===== config.mk =====
export PLATFORM = sky130hd
export DESIGN_NAME = gpio_edge_port
export DESIGN_NICKNAME = d
export VERILOG_FILES = /design/src/rtl/gpio_edge_pkg.sv /design/src/rtl/gpio_pin_sync.sv /design/src/rtl/gpio_edge_capture.sv /design/src/rtl/gpio_port_regs.sv /design/src/rtl/gpio_edge_port.sv
export SDC_FILE = /design/constraint.sdc
export NUM_CORES = 1
export LEC_CHECK = 0
export BUFFER_PORTS_ARGS = -buffer_cell sky130_fd_sc_hd__buf_2
export CORE_MARGIN = 2
export CORE_UTILIZATION = 54
export DETAILED_ROUTE_END_ITERATION = 6
export GPL_ROUTABILITY_DRIVEN = 0
export GPL_TIMING_DRIVEN = 0
export PLACE_DENSITY = 0.79
export SLEW_MARGIN = 20
export SYNTH_ARGS = -nofsm -noshare
export SYNTH_HDL_FRONTEND = slang
export SYNTH_SLANG_ARGS = --single-unit

===== constraint.sdc =====
create_clock -name clk -period 1.72 [get_ports clk]
set_input_delay 0.258 -clock clk [delete_from_list [all_inputs] [get_ports clk]]
set_output_delay 0.258 -clock clk [all_outputs]
set_load 0.02 [all_outputs]

===== src/rtl/gpio_edge_pkg.sv =====
package gpio_edge_pkg;
   // interrupt trigger selection, fixed at build time
   typedef enum logic [1:0] {
      TRIG_RISE  = 2'd0,
      TRIG_FALL  = 2'd1,
      TRIG_BOTH  = 2'd2,
      TRIG_LEVEL = 2'd3
   } trig_e;

   localparam int unsigned GPIO_MAX_PINS = 32;
   localparam int unsigned GPIO_BUS_W    = 32;

   // word indices (byte address >> 2)
   localparam int unsigned WIDX_DATA = 0;
   localparam int unsigned WIDX_DIR  = 1;
   localparam int unsigned WIDX_MASK = 2;
   localparam int unsigned WIDX_CAP  = 3;
endpackage


===== src/rtl/gpio_pin_sync.sv =====
module gpio_pin_sync #(
   parameter int unsigned WIDTH  = 32,
   parameter int unsigned STAGES = 2
) (
   input  logic             clk,
   input  logic             rst_n,
   input  logic [WIDTH-1:0] d_async,
   output logic [WIDTH-1:0] q_sync
);
   generate
      if (STAGES < 2) begin : g_bad_stages
         $error("gpio_pin_sync: STAGES must be at least 2");
      end
   endgenerate

   logic [STAGES-1:0][WIDTH-1:0] chain_q;

   always_ff @(posedge clk or negedge rst_n) begin
      if (!rst_n) chain_q[0] <= '0;
      else        chain_q[0] <= d_async;
   end

   generate
      for (genvar s = 1; s < STAGES; s++) begin : g_stage
         always_ff @(posedge clk or negedge rst_n) begin
            if (!rst_n) chain_q[s] <= '0;
            else        chain_q[s] <= chain_q[s-1];
         end
      end
   endgenerate

   assign q_sync = chain_q[STAGES-1];
endmodule


===== src/rtl/gpio_edge_capture.sv =====
module gpio_edge_capture
   import gpio_edge_pkg::*;
#(
   parameter int unsigned WIDTH = 32,
   parameter trig_e       TRIG  = TRIG_BOTH
) (
   input  logic             clk,
   input  logic             rst_n,
   input  logic [WIDTH-1:0] lvl,       // synchronized levels
   input  logic [WIDTH-1:0] clr,       // qualified write-one-to-clear
   output logic [WIDTH-1:0] evt,       // edge detected this cycle
   output logic [WIDTH-1:0] cap_q      // sticky capture
);
   generate
      if (TRIG == TRIG_LEVEL) begin : g_level
         logic unused_level_inputs;
         assign unused_level_inputs = ^{lvl, clr, clk, rst_n};
         assign evt   = '0;
         assign cap_q = '0;
      end else begin : g_edge
         logic [WIDTH-1:0] prev_q;
         logic [WIDTH-1:0] cap_r;

         always_ff @(posedge clk or negedge rst_n) begin
            if (!rst_n) prev_q <= '0;
            else        prev_q <= lvl;
         end

         if (TRIG == TRIG_RISE) begin : g_rise
            assign evt = lvl & ~prev_q;
         end else if (TRIG == TRIG_FALL) begin : g_fall
            assign evt = ~lvl & prev_q;
         end else begin : g_both
            assign evt = lvl ^ prev_q;
         end

         // a fresh event outranks a clear of the same bit
         always_ff @(posedge clk or negedge rst_n) begin
            if (!rst_n) cap_r <= '0;
            else        cap_r <= (cap_r & ~clr) | evt;
         end
         assign cap_q = cap_r;
      end
   endgenerate
endmodule


===== src/rtl/gpio_port_regs.sv =====
module gpio_port_regs
   import gpio_edge_pkg::*;
#(
   parameter int unsigned WIDTH  = 32,
   parameter int unsigned ADDR_W = 5
) (
   input  logic                  clk,
   input  logic                  rst_n,
   input  logic [ADDR_W-1:0]     bus_addr,
   input  logic                  bus_we,
   input  logic [GPIO_BUS_W-1:0] bus_wdata,
   output logic [GPIO_BUS_W-1:0] bus_rdata,
   input  logic [WIDTH-1:0]      lvl,
   input  logic [WIDTH-1:0]      cap_q,
   output logic [WIDTH-1:0]      out_q,
   output logic [WIDTH-1:0]      dir_q,
   output logic [WIDTH-1:0]      mask_q,
   output logic [WIDTH-1:0]      clr
);
   localparam int unsigned WORD_W = ADDR_W - 2;

   logic [WORD_W-1:0] word;
   logic              hit_data, hit_dir, hit_mask, hit_cap;
   logic [WIDTH-1:0]  wfield;
   logic              unused_addr_lo;

   assign word           = bus_addr[ADDR_W-1:2];
   assign unused_addr_lo = ^bus_addr[1:0];
   assign wfield         = bus_wdata[WIDTH-1:0];

   generate
      if (WIDTH < GPIO_BUS_W) begin : g_wpad
         logic unused_wdata_hi;
         assign unused_wdata_hi = ^bus_wdata[GPIO_BUS_W-1:WIDTH];
      end
   endgenerate

   assign hit_data = (word == WORD_W'(WIDX_DATA));
   assign hit_dir  = (word == WORD_W'(WIDX_DIR));
   assign hit_mask = (word == WORD_W'(WIDX_MASK));
   assign hit_cap  = (word == WORD_W'(WIDX_CAP));

   always_ff @(posedge clk or negedge rst_n) begin
      if (!rst_n) begin
         out_q  <= '0;
         dir_q  <= '0;
         mask_q <= '0;
      end else if (bus_we) begin
         if (hit_data) out_q  <= wfield;
         if (hit_dir)  dir_q  <= wfield;
         if (hit_mask) mask_q <= wfield;
      end
   end

   assign clr = (bus_we && hit_cap) ? wfield : '0;

   always_comb begin
      bus_rdata = '0;
      unique case (1'b1)
         hit_data: bus_rdata[WIDTH-1:0] = lvl;
         hit_dir:  bus_rdata[WIDTH-1:0] = dir_q;
         hit_mask: bus_rdata[WIDTH-1:0] = mask_q;
         hit_cap:  bus_rdata[WIDTH-1:0] = cap_q;
         default:  bus_rdata = '0;
      endcase
   end
endmodule


===== src/rtl/gpio_edge_port.sv =====
module gpio_edge_port
   import gpio_edge_pkg::*;
#(
   parameter int unsigned NUM_PINS    = 32,
   parameter int unsigned ADDR_W      = 5,
   parameter int unsigned SYNC_STAGES = 2,
   parameter trig_e       TRIG        = TRIG_BOTH
) (
   input  logic                clk,
   input  logic                rst_n,
   input  logic [ADDR_W-1:0]   bus_addr,
   input  logic                bus_we,
   input  logic [31:0]         bus_wdata,
   output logic [31:0]         bus_rdata,
   input  logic [NUM_PINS-1:0] pin_in,
   output logic [NUM_PINS-1:0] pin_out,
   output logic [NUM_PINS-1:0] pin_oe,
   output logic                irq
);
   generate
      if (NUM_PINS < 1 || NUM_PINS > GPIO_MAX_PINS) begin : g_bad_pins
         $error("gpio_edge_port: NUM_PINS out of range 1..32");
      end
      if (ADDR_W < 4) begin : g_bad_addr
         $error("gpio_edge_port: ADDR_W must be at least 4");
      end
   endgenerate

   logic [NUM_PINS-1:0] pin_lvl;
   logic [NUM_PINS-1:0] edge_evt;
   logic [NUM_PINS-1:0] cap_q;
   logic [NUM_PINS-1:0] clr;
   logic [NUM_PINS-1:0] out_q;
   logic [NUM_PINS-1:0] dir_q;
   logic [NUM_PINS-1:0] mask_q;
   logic [NUM_PINS-1:0] pending;

   gpio_pin_sync #(.WIDTH(NUM_PINS), .STAGES(SYNC_STAGES)) u_sync (
      .clk     (clk),
      .rst_n   (rst_n),
      .d_async (pin_in),
      .q_sync  (pin_lvl)
   );

   gpio_edge_capture #(.WIDTH(NUM_PINS), .TRIG(TRIG)) u_cap (
      .clk   (clk),
      .rst_n (rst_n),
      .lvl   (pin_lvl),
      .clr   (clr),
      .evt   (edge_evt),
      .cap_q (cap_q)
   );

   gpio_port_regs #(.WIDTH(NUM_PINS), .ADDR_W(ADDR_W)) u_regs (
      .clk       (clk),
      .rst_n     (rst_n),
      .bus_addr  (bus_addr),
      .bus_we    (bus_we),
      .bus_wdata (bus_wdata),
      .bus_rdata (bus_rdata),
      .lvl       (pin_lvl),
      .cap_q     (cap_q),
      .out_q     (out_q),
      .dir_q     (dir_q),
      .mask_q    (mask_q),
      .clr       (clr)
   );

   generate
      if (TRIG == TRIG_LEVEL) begin : g_pend_level
         assign pending = pin_lvl & mask_q;
      end else begin : g_pend_edge
         assign pending = cap_q & mask_q;
      end
   endgenerate

   assign irq     = |pending;
   assign pin_out = out_q;
   assign pin_oe  = dir_q;
endmodule


After elaboration in Yosys (flattened, before gate mapping)
Cells that the tools add are included.
{ "totals": {"register_bits": 224, "in_bits": 72, "output_inout_bits": 97, "wordCells": 23} }
{ "classes": {"n_eq_ne": 3, "n_mux": 2, "bitwise_logic": 5, "reduce_logical": 6} }
{ "op_table": {"columns": ["op", "n"], "rows": [
  ["$pmux 32 s4", 1],
  ["$and 32x32->32", 2],
  ["$mux 32", 1],
  ["$not 32->32", 1],
  ["$or 32x32->32", 1],
  ["$reduce_or 32->1", 1],
  ["$xor 32x32->32", 1],
  ["$eq 3x2->1 const B", 2],
  ["$reduce_and 2->1", 3],
  ["$eq 3x1->1 const B", 1],
  ["$logic_not 3->1", 1],
  ["$logic_and 1x1->1", 1]
]} }

Logic depth before layout (Yosys ltp)
{ "logic_depth": {"word_depth": 6, "depth_mapped": 5, "depth_no_buf": 3} }

By module
From an unflattened synthesis, not the netlist that was laid out.
{ "unflattened": {"cells_unflattened": 631, "area_unflattened_um2": 9037.4} }
{ "by_module_without_submodules": {"columns": ["mod", "n_inst", "cells_per_inst", "area_per_inst_um2", "seq_area_each_um2"], "rows": [
  ["gpio_port_regs", 1, 354, 4795.8, 2402.3],
  ["gpio_edge_capture", 1, 160, 2242.2, 1601.5],
  ["gpio_pin_sync", 1, 96, 1841.8, 1601.5],
  ["gpio_edge_port", 1, 21, 157.7, 0.0]
]} }

Worst setup path after synthesis
No wires, ideal clock.
{ "synth_path": {"kind": "reg-to-output", "start": "register u_regs.mask_q[23]", "end": "output irq", "arrival_time_ns": 1.267, "t_required_ns": 1.462, "setup_slack_ns": 0.195, "path_stages_with_launch": 4, "path_buffers": 0, "cell_sequence": "dfrtp_1 > a22oi_1 > nand4_1 > or4_1"} }
{ "synth_via": {"elab_chain_cells": 2} }
{ "synth_rtl": {"columns": ["item", "line_no", "rtl"], "rows": [
  ["from (decl)", "gpio_port_regs.sv:17", "output logic [WIDTH-1:0] mask_q,"],
  ["from (signal assigned)", "gpio_port_regs.sv:51", "if (hit_mask) mask_q <= wfield;"],
  ["$and 32x32->32", "gpio_edge_port.sv:73", "assign pending = cap_q & mask_q;"],
  ["$reduce_or 32->1", "gpio_edge_port.sv:77", "assign irq = |pending;"],
  ["to (decl)", "gpio_edge_port.sv:18", "output logic irq"]
]} }
No other way between the ends.

Worst setup path after layout
{ "layout_path": {"start": "register u_cap.g_edge.cap_r[17] (netlist: u_cap.cap_q[17])", "end": "output irq"} }
{ "layout_via": {"elab_chain_cells": 2} }
{ "layout_rtl": {"columns": ["item", "line_no", "rtl"], "rows": [
  ["from (decl)", "gpio_edge_capture.sv:22", "logic [WIDTH-1:0] cap_r;"],
  ["from (signal assigned)", "gpio_edge_capture.sv:40", "else cap_r <= (cap_r & ~clr) | evt;"],
  ["$and 32x32->32", "gpio_edge_port.sv:73", null],
  ["$reduce_or 32->1", "gpio_edge_port.sv:77", null]
]} }
No other way between the ends.

==> impl_metrics.toml <==
[run_status]
status = "complete, but fails checks"
violations = "negative setup slack"

[routing]
finalWirelength_um = 20700
wl_per_cell_um = 20.7
drc = 0
ant_nets = 0
first_pass_iters = 4
drt_iter0_drc = 359
dr_total_vias = 5614
routed_via_density = 5.59

[yosys]
synth_ff_type = "dfrtp_1"
async_reset_ff_share_pct = 100
syn_nets = 642
synth_seq_cells = 224
synth.top_cell.area_share_pct = 67.4
synth_area_per_cell_sq_um = 14.6
ys_warn_count = 0
synth_edf_count = 0
seq_area_frac_synth_pct = 67.4
synthMostInstantiatedCell = "dfrtp_1"
yosysUniqueCellTypes = 17
netlist_instances = 570
synth_common_cells = "dfrtp_1 (224), mux2_1 (96), a22oi_1 (80)"
syn_area_sq_mm = 0.00832
yosys.area.top_type = "dfrtp_1"
synth_area_leaders = "dfrtp_1 (67%), mux2_1 (13%), a22oi_1 (7.2%), xor2_1 (3.4%), a21o_1 (2.9%)"

[critical_path]
path_max_fanout = 3
cp-end-kind = "output pin"
crit_chain = "a22oi_2, nand4_1, or4_4, buf_6"
cpPeakStageDelay_ns = 0.53
worstPathRequired_ns = 1.46
reg2reg_slack_ns = 0.77
start_kind = "register"
cp.arrival_ns = 1.96
crit_slowest_cell = "or4_4"
worst-setup-path-type = "reg -> out"

[global_routing]
met1_usage_pct = 32.6
grt_pass1_vias = 6008
grt-busiest-layer = "met2"
grt_use_total_pct = 25.4
grt_max_degree = 107
grt_overflow = 0
grt_pass1_wl_um = 32100
antenna_found_initial = 0
grt_use_met3_pct = 4.88
use_met2_pct = 43.4

[timing]
hold_viol_final = 0
rsz0062_at_grt = "yes"
fin_crit_sh_pct = 129
slew_headroom_pct = 59.9
timing.fmax_mhz = 451
worst-slew-pin-transition_ns = 0.602
maxSlewViolCount = 0
finalSetupViolCount = 1
timing.final.crit_period_ns = 2.22
setup_ws_ns = -0.498
clock_skew_ns = 0.00608

[layout]
drive_gt1_share_pct = 30.8
finalNonFillerCells = 1004
fin_nets = 872
areaGrowthSynthToFinish_pct = 29.9
diodes = 0

[power]
power.density_mw_per_mm2 = 1280
vdd_drop_max_mv = 1.08
power.total_mw = 13.9
p_leak_nw = 4.98

[floorplan]
initial_utilization_pct = 54.9
io-pin-count = 169
die_area_sq_mm = 0.0164
core_sq_mm = 0.0151
row_count = 45
dieHeight_um = 128
die_x_um = 128

[clock_tree]
clk_latency_ns = 0.49
cts_buffers = 23
cts-root-buf = "clkbuf_16"
cts.clk_slew.worst_paths_ns = 0.06
h-tree-depth = 1
clock_sinks = 224
cts_tree = "built"
clockBufferDepth = 3

[place]
dp_cells = 926
hpwl_um = 13700
io_buffers = 166

[hold_path]
hp-class = "in -> reg"

[run]
drv_cap = 0
[area by class of cell]
cell class | instances | area (sq um)
Buffer | 29 | 244
Clock buffer | 32 | 639
Clock inverter | 9 | 173
Fill cell | 978 | 4330
Multi-Input combinational cell | 317 | 2640
Sequential cell | 224 | 5610
Tap cell | 188 | 235
Timing Repair Buffer | 205 | 1280
[flip-flops by register name, indices dropped and copies added, names as in the netlist]
name,cells
u_cap.cap_q,32
u_cap.g_edge.prev_q,32
u_regs.dir_q,32
u_regs.mask_q,32
u_regs.out_q,32
u_sync.chain_q,32
u_sync.q_sync,32
[what timing repair did]
item	in CTS	in global routing
buffers inserted	2	2
setup endpoints to repair	32	25
gates resized for setup	43	21
hold endpoints to repair	256	0
hold buffers	33	0
pin swaps	5	2
[per-stage QoR]
step,utilization (%),cell area [sq um],setup WS [ns],hold WS (ns),TNS (ns)
after floorplan,-,8320,0.195,-0.0376,0
after global placement,62.0,9390,-3.10,0.331,-707.50
after detailed placement,62.4,9450,-0.415,0.0938,-20.29
after CTS,71.0,10700,-0.513,0.0192,-0.542
after global routing,71.4,10800,-0.546,0.0206,-0.640
final,71.4,10800,-0.498,0.0240,-0.498
[per-layer routing]
metal | share of wire, % | vias to the layer above
li1 | - | 2500
met1 | 40 | 2876
met2 | 51 | 193
met3 | 5.9 | 45
met4 | 2.9 | 0
met5 | 0 | -
[where the power goes]
| group | internal, mW | switching, mW | total [mW] |
|---|---|---|---|
| clock | 3.34 | 1.97 | 5.31 |
| combinational | 0.899 | 1.27 | 2.17 |
| sequential | 5.91 | 0.477 | 6.38 |
| total | 10.1 | 3.71 | 13.9 |
[cell usage in the layout, fill, tap and decap left out, drive strengths merged]
cell type / instances
a21o: 32
a22oi: 80
and2: 3
and3b: 1
and4b: 1
buf: 191
bufinv: 5
clkbuf: 42
clkinv: 3
clkinvlp: 1
dfrtp: 224
dlygate4sd3: 33
mux2: 96
nand2: 64
nand4: 4
nor3: 1
nor3b: 2
or4: 1
xor2: 32
[kinds of logic after synthesis]
kind of cell | share of synthesized area [%]
compound gates | 10.1
xor+xnor | 3.37
buf+inv | 2.03
flops | 67.4
mux | 13.0
simple gates | 4.15
[critical path: cells and delay by family, from the launching register on]
kind,cells,cell delay [ns]
buffers and inverters,1,0.15
AOI/OAI and AO/OA,1,0.21
and+or+nand+nor,2,0.66
DFF,1,0.45
[worst paths after layout]
path	from	endpoint	cells after the start
worst max-delay path	u_cap.cap_q[17]	irq	4
worst min-delay path	bus_wdata[0]	u_regs.mask_q[0]	2
worst max register to register	u_regs.mask_q[17]	u_regs.mask_q[17]	2
worst min register to register	u_sync.chain_q[2]	u_sync.q_sync[2]	0
max in group asynchronous	rst_n	u_cap.cap_q[17]	3
min in group asynchronous	rst_n	u_cap.g_edge.prev_q[24]	2
(Power assumes the default switching activity.)
